$ cat src/rtl/spwp_pkg.sv
package spwp_pkg;
  localparam int WORD_W_DEF = 32;
  localparam int BYTE_W     = 8;
  localparam int CNT_W_DEF  = 16;
endpackage

$ cat src/rtl/spwp_tx_pack.sv
module spwp_tx_pack #(
  parameter int WORD_W = spwp_pkg::WORD_W_DEF
) (
  input  logic              clk,
  input  logic              rst_n,
  input  logic              in_valid,
  output logic              in_ready,
  input  logic [7:0]        in_data,
  input  logic              in_last,
  output logic              out_valid,
  input  logic              out_ready,
  output logic [WORD_W-1:0] out_data
);
  localparam int LANES = WORD_W / spwp_pkg::BYTE_W;
  localparam int CW    = $clog2(LANES);

  logic [WORD_W-1:0] acc_q, word_q;
  logic [CW-1:0]     cnt_q;
  logic              word_v;

  logic              take_in, take_out, closes;
  logic [WORD_W-1:0] acc_nx;

  assign in_ready  = !word_v || out_ready;
  assign take_in   = in_valid && in_ready;
  assign take_out  = word_v && out_ready;
  assign acc_nx    = {acc_q[WORD_W-9:0], in_data};
  assign closes    = in_last || (cnt_q == CW'(LANES - 1));
  assign out_valid = word_v;
  assign out_data  = word_q;

  always_ff @(posedge clk or negedge rst_n) begin
    if (!rst_n) begin
      acc_q  <= '0;
      word_q <= '0;
      cnt_q  <= '0;
      word_v <= 1'b0;
    end else begin
      if (take_out) word_v <= 1'b0;
      if (take_in) begin
        if (closes) begin
          word_q <= acc_nx;
          word_v <= 1'b1;
          acc_q  <= '0;
          cnt_q  <= '0;
        end else begin
          acc_q <= acc_nx;
          cnt_q <= cnt_q + 1'b1;
        end
      end
    end
  end

  AST_TX_HOLD: assert property (@(posedge clk) disable iff (!rst_n)
    out_valid && !out_ready |=> out_valid && $stable(out_data));
  AST_TX_SHORT_TOP: assert property (@(posedge clk) disable iff (!rst_n)
    take_in && in_last && cnt_q == '0 |=> out_data[WORD_W-1:8] == '0);
  AST_TX_NO_EMPTY: assert property (@(posedge clk) disable iff (!rst_n)
    take_in && !closes && !word_v |=> !out_valid);
endmodule

$ cat src/rtl/spwp_rx_unpack.sv
module spwp_rx_unpack #(
  parameter int WORD_W = spwp_pkg::WORD_W_DEF,
  parameter int CNT_W  = spwp_pkg::CNT_W_DEF
) (
  input  logic              clk,
  input  logic              rst_n,
  input  logic              bypass,
  input  logic              in_valid,
  output logic              in_ready,
  input  logic [WORD_W-1:0] in_data,
  input  logic [CNT_W-1:0]  in_rem,
  output logic              out_valid,
  input  logic              out_ready,
  output logic [7:0]        out_data,
  output logic              out_last,
  output logic              pass_valid,
  input  logic              pass_ready,
  output logic [WORD_W-1:0] pass_data
);
  localparam int LANES = WORD_W / spwp_pkg::BYTE_W;
  localparam int NW    = $clog2(LANES + 1);

  logic [WORD_W-1:0] w_q;
  logic [NW-1:0]     left_q;
  logic              end_q;

  logic              idle, big, take_w;
  logic [NW-1:0]     n_in, pos;
  logic [WORD_W-1:0] shifted;

  assign idle       = (left_q == '0);
  assign big        = (in_rem >= CNT_W'(LANES));
  assign n_in       = big ? NW'(LANES) : NW'(in_rem);
  assign in_ready   = bypass ? pass_ready : idle;
  assign pass_valid = bypass && in_valid;
  assign pass_data  = in_data;
  assign take_w     = in_valid && in_ready && !bypass;
  assign pos        = left_q - 1'b1;
  assign shifted    = w_q >> (8 * pos);
  assign out_valid  = !idle;
  assign out_data   = shifted[7:0];
  assign out_last   = end_q && (left_q == NW'(1));

  always_ff @(posedge clk or negedge rst_n) begin
    if (!rst_n) begin
      w_q    <= '0;
      left_q <= '0;
      end_q  <= 1'b0;
    end else if (take_w) begin
      w_q    <= in_data;
      left_q <= n_in;
      end_q  <= (in_rem <= CNT_W'(LANES));
    end else if (out_valid && out_ready) begin
      left_q <= left_q - 1'b1;
    end
  end

  AST_RX_HOLD: assert property (@(posedge clk) disable iff (!rst_n)
    out_valid && !out_ready |=> out_valid && $stable(out_data));
  AST_RX_BUSY: assert property (@(posedge clk) disable iff (!rst_n)
    out_valid && !bypass |-> !in_ready);
  AST_RX_DROP_ZERO: assert property (@(posedge clk) disable iff (!rst_n)
    take_w && in_rem == '0 |=> !out_valid);
  AST_RX_BYPASS_QUIET: assert property (@(posedge clk) disable iff (!rst_n)
    bypass && in_valid && in_ready && idle |=> !out_valid);
endmodule

$ cat src/rtl/spi_word_packer.sv
module spi_word_packer #(
  parameter int WORD_W = spwp_pkg::WORD_W_DEF,
  parameter int CNT_W  = spwp_pkg::CNT_W_DEF
) (
  input  logic              clk,
  input  logic              rst_n,
  input  logic              bypass,
  input  logic              tx_byte_valid,
  output logic              tx_byte_ready,
  input  logic [7:0]        tx_byte_data,
  input  logic              tx_byte_last,
  output logic              tx_word_valid,
  input  logic              tx_word_ready,
  output logic [WORD_W-1:0] tx_word_data,
  input  logic              rx_word_valid,
  output logic              rx_word_ready,
  input  logic [WORD_W-1:0] rx_word_data,
  input  logic [CNT_W-1:0]  rx_word_remain,
  output logic              rx_byte_valid,
  input  logic              rx_byte_ready,
  output logic [7:0]        rx_byte_data,
  output logic              rx_byte_last,
  output logic              pass_valid,
  input  logic              pass_ready,
  output logic [WORD_W-1:0] pass_data
);
  spwp_tx_pack #(.WORD_W(WORD_W)) u_tx (
    .clk(clk), .rst_n(rst_n),
    .in_valid(tx_byte_valid), .in_ready(tx_byte_ready),
    .in_data(tx_byte_data), .in_last(tx_byte_last),
    .out_valid(tx_word_valid), .out_ready(tx_word_ready),
    .out_data(tx_word_data)
  );

  spwp_rx_unpack #(.WORD_W(WORD_W), .CNT_W(CNT_W)) u_rx (
    .clk(clk), .rst_n(rst_n), .bypass(bypass),
    .in_valid(rx_word_valid), .in_ready(rx_word_ready),
    .in_data(rx_word_data), .in_rem(rx_word_remain),
    .out_valid(rx_byte_valid), .out_ready(rx_byte_ready),
    .out_data(rx_byte_data), .out_last(rx_byte_last),
    .pass_valid(pass_valid), .pass_ready(pass_ready),
    .pass_data(pass_data)
  );
endmodule

$ cat config.mk
export PLATFORM = sky130hd
export DESIGN_NAME = spi_word_packer
export DESIGN_NICKNAME = d
export VERILOG_FILES = /design/src/rtl/spwp_pkg.sv /design/src/rtl/spwp_tx_pack.sv /design/src/rtl/spwp_rx_unpack.sv /design/src/rtl/spi_word_packer.sv
export SDC_FILE = /design/constraint.sdc
export NUM_CORES = 1
export LEC_CHECK = 0
export BUFFER_PORTS_ARGS = -buffer_cell sky130_fd_sc_hd__buf_2
export CAP_MARGIN = 20
export CORE_MARGIN = 5
export CORE_UTILIZATION = 55
export CTS_CLUSTER_DIAMETER = 200
export DETAILED_ROUTE_END_ITERATION = 8
export PLACE_DENSITY = 0.83
export SLEW_MARGIN = 20
export SYNTH_ARGS = -nofsm -noshare
export SYNTH_HDL_FRONTEND = slang
export SYNTH_HIERARCHICAL = 1
export SYNTH_SLANG_ARGS = --single-unit
$ cat constraint.sdc
create_clock -name clk -period 6.15 [get_ports clk]
set_clock_uncertainty 0.1 [all_clocks]
set_input_delay 0.615 -clock clk [delete_from_list [all_inputs] [get_ports clk]]
set_output_delay 0.615 -clock clk [all_outputs]
set_load 0.01 [all_outputs]
==> summary.md, run 1 <==
| Metric | Value |
|---|---|
| Critical path's slowest cell | dfrtp_1 |
| Post-synthesis net count | 363 |
| Vias per std cell | 5.30 |
| Final Setup Violations | 0 |
| CTS max path bufs | 2 |
| Number of clock sinks | 95 |
| Detailed Place HPWL | 6320 um |
| Met1 wire length | 3750 um |
| I/O Pins | 143 |
| Fmax | 314 MHz |
| Setup TNS | 0 ps |
| Status | complete, no violations |
| Net Switching | 623 uW |
| Async SR Flop Fraction | 100% |
| Post-DRT Antenna Nets | 0 |
| Avg Cell Area, Syn | 15.0 um^2 |
| Setup crit start kind | flip-flop |
| Vias post-DR | 2,703 |
| Static Leak | 2.67 nW |
| Post-CTS Hold Fix Bufs | 0 |
| PostCTS Resize Cnt | 0 |
| Kind of critical path | reg2out |
| Period utilization | 51.8% |
| Sw frac | 30.4% |
| PD cells | 400 nW/um^2 |
| CP max FO | 11 |
| Crit path required time | 5430 ps |
| Crit. End Element | output pin |
| Total Routed Length | 8610 um |
| Final Wtd Congestion | 0.808 |
| CP arrival | 2470 ps |
| Sequential Power Share | 44.6% |
| Post-synthesis cell type count | 43 |
| Comb pwr share | 33.1% |
| Cell Chain, Critical Path | inv_1 > ha_1 > mux4_2 > nor2b_1 > buf_2 |
| # H-tree levels | 3 |
| GR Overflow Total | 0 |
| Worst Tran Pin Value | 931 ps |
| Setup repair bufs after CTS | 0 |
| Initial Utilization | 56.8% |
| Netlist Area Pre-Place | 4420 um^2 |
| Post-synthesis register bit count | 95 |
| Min cycle time layout | 3180 ps |
| Max VDD drop | 0.000224 V |
| DR pass1 iterations | 4 |
| Max-cap violations | 0 |
| Residual DRC | 0 |
| DR WL met3 | 705 um |
| WL/cell | 16.9 um |
| First-pass GRT wire length | 13,900 um |
| Number of buffers created by CTS | 9 |
| Max Slew Vio Count | 0 |
| Chip width | 99.6 um |
| Max_slew headroom | 37.8% |
| Area leader, netlist | dfrtp_1 |
| Port Buffers | 142 |
| Hold Crit Class | in2async |
| NumNets Final | 472 |
| Worst-path clk slew | 90 ps |
| Pre-CTS WS | 3320 ps |
| Area grow syn2layout | 16.0% |
| Synth top area share | 53.8% |
| Int Power | 1.42 mW |
| Final Hold Viols | 0 |
| Cell Area, Placed | 4900 um^2 |
| Highest routed layer | met4 |
| CTS tree | done |
| Die height | 99.6 um |
| CTS Root Buffer Type | clkbuf_8 |
| Crit path buf inv count | 2 |
| CP peak stage delay | 710 ps |
| Die ar. | 9920 um^2 |
| Ys flop type | dfrtp_1 |
| Synth Instances | 294 |
| Met2 Wirelength | 4040 um |
| Share of layout cells above drive strength 1 | 57.1% |
| Initial antenna violation count | 0 |
| Clock Latency Late Sink | 350 ps |
| Sequential fraction of the synthesis area | 53.8% |
| Site Rows | 32 |
| Worst setup margin | 2970 ps |
| Number of enable flip-flop cells after synthesis | 0 |
| Maximum number of pins on one net before global-route repair | 49 |
| Clock power frac | 22.3% |
| Final Cell Area | 5120 um^2 |
| N_diodes | 0 |
| Core Box Area | 7770 um^2 |
| Crit-path leading delay family | flip-flops |
| 1st-iter DRT viols | 36 |
| Number of global-route vias before repair | 2,760 |
| Gr usage total | 17.6% |
| Top cells by area, synth | dfrtp_1, mux2_4, mux2_1, buf_4, a22o_2 |
| Ys Warns | 6 |
| RSZ-0062 raised after global routing | no |
==> state kept, by name, indices dropped and copies added (netlist names) <==
| name | flops |
|---|---|
| u_rx/end_q | 1 |
| u_rx/left_q | 3 |
| u_rx/w_q | 32 |
| u_tx/acc_q | 24 |
| u_tx/cnt_q | 2 |
| u_tx/out_data | 32 |
| u_tx/out_valid | 1 |
==> power by group through the flow <==
stage / sequential [mW] / combinational [mW] / clock [mW]
after floorplan: 0.899 / 0.498 / 0
after detailed placement: 0.926 / 0.688 / 0
after CTS: 0.916 / 0.689 / 0.469
after global routing: 0.937 / 0.737 / 0.496
after global placement: 0.919 / 0.662 / 0
final: 0.914 / 0.677 / 0.457
==> placed cells by master (no fill, tap or decap), types with 2 or more instances in the layout <==
cell,n
o21ai_1,2
mux4_2,8
a22o_2,18
buf_4,3
bufinv_16,2
inv_1,5
nand3_1,2
ha_1,4
nor2b_1,8
o21ai_0,3
dfrtp_1,95
inv_6,3
nor2_1,2
a22o_1,6
nand2_1,6
buf_2,141
nor4_2,2
mux2_1,28
clkbuf_8,10
mux2_2,8
mux2_4,29
==> per-stage QoR <==
stage	hold WS [ps]	cells	power [mW]	util, %
finish	146	510	2.05	66.0
global route	180	510	2.17	66.0
CTS	157	510	2.07	66.0
detailed placement	376	494	1.61	63.0
global placement	364	494	1.58	63.0
floorplan	219	294	1.40	-
==> final timing paths <==
check / slack [ps] / startpoint / end / depth (start not counted)
min in group clk: 380 / rx_word_data[26] / u_rx/w_q[26]$_DFFE_PN0P_ / 2
max in group asynchronous: 4780 / rst_n / u_rx/w_q[3]$_DFFE_PN0P_ / 2
hold reg to reg: 390 / u_rx/w_q[6]$_DFFE_PN0P_ / u_rx/w_q[6]$_DFFE_PN0P_ / 1
setup reg to reg: 3640 / u_rx/left_q[0]$_DFFE_PN0P_ / u_rx/left_q[2]$_DFFE_PN0P_ / 6
hold / removal: 150 / rst_n / u_rx/w_q[27]$_DFFE_PN0P_ / 1
setup / recovery: 2970 / u_rx/left_q[0]$_DFFE_PN0P_ / rx_byte_data[6] / 5
==> synthesized netlist by cell type, drive strengths merged, types with 2 or more instances <==
cell type   n
a22o       24
buf        44
clkbuf      2
dfrtp      95
ha          4
inv         7
mux2       65
mux4        8
nand2       7
nand3       3
nor2        2
nor2b       9
nor3        2
nor4        2
o21ai       5
==> per-layer routing <==
layer,up-vias,global-route usage [%]
li1,1240,-
met1,1340,23.3
met2,112,28.3
met3,11,5.19
met4,0,5.36
met5,-,0
==> area by class of cell <==
class	instances	area (um^2)
clock buffers	10	138
clock inverters	6	90.1
fillers	597	2640
inverters	7	31.3
multi-input cells	146	1630
flip-flops and latches	95	2380
well taps	102	128
repair buffers	144	728
==> worst register-to-register path: cells and delay by family, from the launching register on <==
kind          cells  cell delay (ps)
buf+inv           2              660
flops             1              590
simple gates      3              890
fa+ha+maj         1              180
==> cell families after synthesis <==
logic type | Yosys count | share of synthesized area, %
adder cells (fa/ha/maj) | 4 | 1.13
XOR/XNOR | 1 | 0.198
AO/OA/AOI/OAI | 36 | 7.03
multiplexers | 73 | 23.1
AND/OR/NAND/NOR | 32 | 5.47
flip-flops | 95 | 53.8
buffers and inverters | 53 | 9.21
Power figures use the tool's default switching activity.
==> run 2: changes to the inputs <==
--- a/config.mk
+++ b/config.mk
@@ -8,10 +8,10 @@
 export BUFFER_PORTS_ARGS = -buffer_cell sky130_fd_sc_hd__buf_2
 export CAP_MARGIN = 20
 export CORE_MARGIN = 5
-export CORE_UTILIZATION = 55
+export CORE_UTILIZATION = 46
 export CTS_CLUSTER_DIAMETER = 200
 export DETAILED_ROUTE_END_ITERATION = 8
-export PLACE_DENSITY = 0.83
+export PLACE_DENSITY = 0.73
 export SLEW_MARGIN = 20
 export SYNTH_ARGS = -nofsm -noshare
 export SYNTH_HDL_FRONTEND = slang
==> constraint.sdc (replaced) <==
create_clock -name clk -period 2.7 [get_ports clk]
set_clock_uncertainty 0.1 [all_clocks]
set_input_delay 0.27 -clock clk [delete_from_list [all_inputs] [get_ports clk]]
set_output_delay 0.27 -clock clk [all_outputs]
set_load 0.01 [all_outputs]
==> run 2 against run 1 <==
Effect of this change:
- cell area increased by 1.2%
- sequential power increased by 120%
- sequential share of layout area decreased by 0.56 points
- global-route usage decreased by 2.7 points
- die area increased by 18%
- hold slack got worse by 100 ps
- first-iteration DRC count increased by 94%
- critical path type unchanged
- critical endpoint unchanged
==> summary.md, run 2 (synthesized netlist as in run 1, its figures left out) <==
| Metric | Value |
|---|---|
| GR Overflow Total | 0 |
| Min cycle time layout | 2380 ps |
| 1st-iter DRT viols | 70 |
| Gr usage total | 14.9% |
| Port Buffers | 142 |
| Post-DRT Antenna Nets | 0 |
| # H-tree levels | 3 |
| Worst Tran Pin Value | 737 ps |
| Period utilization | 88.2% |
| CTS tree | done |
| Crit path required time | 2330 ps |
| Site Rows | 35 |
| Die ar. | 11,700 um^2 |
| Vias post-DR | 2,662 |
| RSZ-0062 raised after global routing | no |
| Final Hold Viols | 0 |
| Max-cap violations | 0 |
| Highest routed layer | met4 |
| Number of global-route vias before repair | 2,781 |
| FILL cells | 798 |
| Residual DRC | 0 |
| Final Wtd Congestion | 0.766 |
| Maximum number of pins on one net before global-route repair | 55 |
| Initial antenna violation count | 0 |
| First-pass GRT wire length | 13,900 um |
| Die height | 108 um |
| Final Power | 4.62 mW |
| Met2 Wirelength | 4010 um |
| Clock Latency Late Sink | 350 ps |
| WL/cell | 15.9 um |
| Number of buffers created by CTS | 9 |
| Static Leak | 2.69 nW |
| N_diodes | 0 |
| Initial Utilization | 47.6% |
| Worst-path clk slew | 100 ps |
| CTS Root Buffer Type | clkbuf_8 |
| Max VDD drop | 0.000364 V |
| Max_slew headroom | 50.7% |
| Status | complete, no violations |
| Detailed Place HPWL | 6280 um |
| Crit. End Element | output pin |
| Share of layout cells above drive strength 1 | 57.3% |
| Setup repair bufs after CTS | 0 |
| CP peak stage delay | 550 ps |
| Hold Crit Class | in2reg |
| Chip width | 108 um |
| Reg area | 2380 um^2 |
| DR WL met3 | 696 um |
| CTS max path bufs | 2 |
| Total Routed Length | 8600 um |
| CP max FO | 9 |
| Setup TNS | 0 ps |
| Met1 wire length | 3840 um |
| Post-CTS Hold Fix Bufs | 1 |
| PD cells | 891 nW/um^2 |
| Setup crit start kind | flip-flop |
| Post-layout util | 55.9% |
| Kind of critical path | reg2out |
| Cell Chain, Critical Path | inv_1 > ha_1 > mux4_2 > nor2b_1 > buf_2 |
| Core Box Area | 9280 um^2 |
| Area of the multi-input gates | 1630 um^2 |
| Fmax | 420 MHz |
| Final Setup Violations | 0 |
| Commonest non-fill, non-tap cell in the layout | buf_2 |
| DR pass1 iterations | 4 |
| Max Slew Vio Count | 0 |
| Critical path's slowest cell | ha_1 |
| NumNets Final | 476 |
| Number of clock sinks | 95 |
| Area grow syn2layout | 17.5% |
| CP arrival | 2010 ps |
| I/O Pins | 143 |
| Most frequent cells in the layout | buf_2, dfrtp_1, mux2_4 |
| PostCTS Resize Cnt | 0 |
| Vias per std cell | 4.92 |
==> run 2: final timing paths <==
kind | from | endpoint | slack [ps] | cells after the start
min reg2reg | u_rx/w_q[9]$_DFFE_PN0P_ | u_rx/w_q[9]$_DFFE_PN0P_ | 390 | 1
max in group asynchronous | rst_n | u_rx/left_q[0]$_DFFE_PN0P_ | 1460 | 3
max | u_rx/left_q[1]$_DFFE_PN0P_ | rx_byte_data[6] | 320 | 5
max reg2reg | u_tx/cnt_q[0]$_DFFE_PN0N_ | u_tx/out_data[1]$_DFFE_PN0P_ | 680 | 4
min | rx_word_data[24] | u_rx/w_q[24]$_DFFE_PN0P_ | 40 | 2
min in group asynchronous | rst_n | u_rx/w_q[2]$_DFFE_PN0P_ | 350 | 2
==> run 2: power by group <==
group	switching, mW	internal (mW)
Combinational	0.721	0.891
Clock	0.521	0.449
Sequential	0.220	1.82
Total	1.46	3.16
==> run 2: through the flow <==
| stage | setup WS, ps | area, um^2 | std cells | hold slack, ps |
|---|---|---|---|---|
| after floorplan | 579 | 4420 | 294 | -126 |
| after global placement | 740 | 4960 | 524 | 198 |
| after detailed placement | 706 | 4960 | 524 | 209 |
| after CTS | 299 | 5190 | 541 | 22.5 |
| after global routing | 197 | 5190 | 541 | 23.9 |
| final | 318 | 5190 | 541 | 41.6 |
==> run 2: critical path, delay by kind of cell (launching register included) <==
family,cells,cell delay (ps)
fa+ha+maj,1,550
simple gates,1,150
buf+inv,2,260
flops,1,360
mux,1,350
==> run 2: layout make-up <==
cell class / instances / share of cell area (%)
clock buffers: 9 / 2.39
clock inverters: 7 / 1.69
repair buffers: 148 / 14.9
multi-input cells: 146 / 31.5
inverters: 7 / 0.603
well taps: 129 / 3.11
flip-flops and latches: 95 / 45.8
==> run 2: routing by layer <==
layer	vias to the layer above	global-route usage, %
met5	-	0
met4	0	4.33
met3	6	3.70
met2	100	24.0
met1	1309	20.0
li1	1247	-
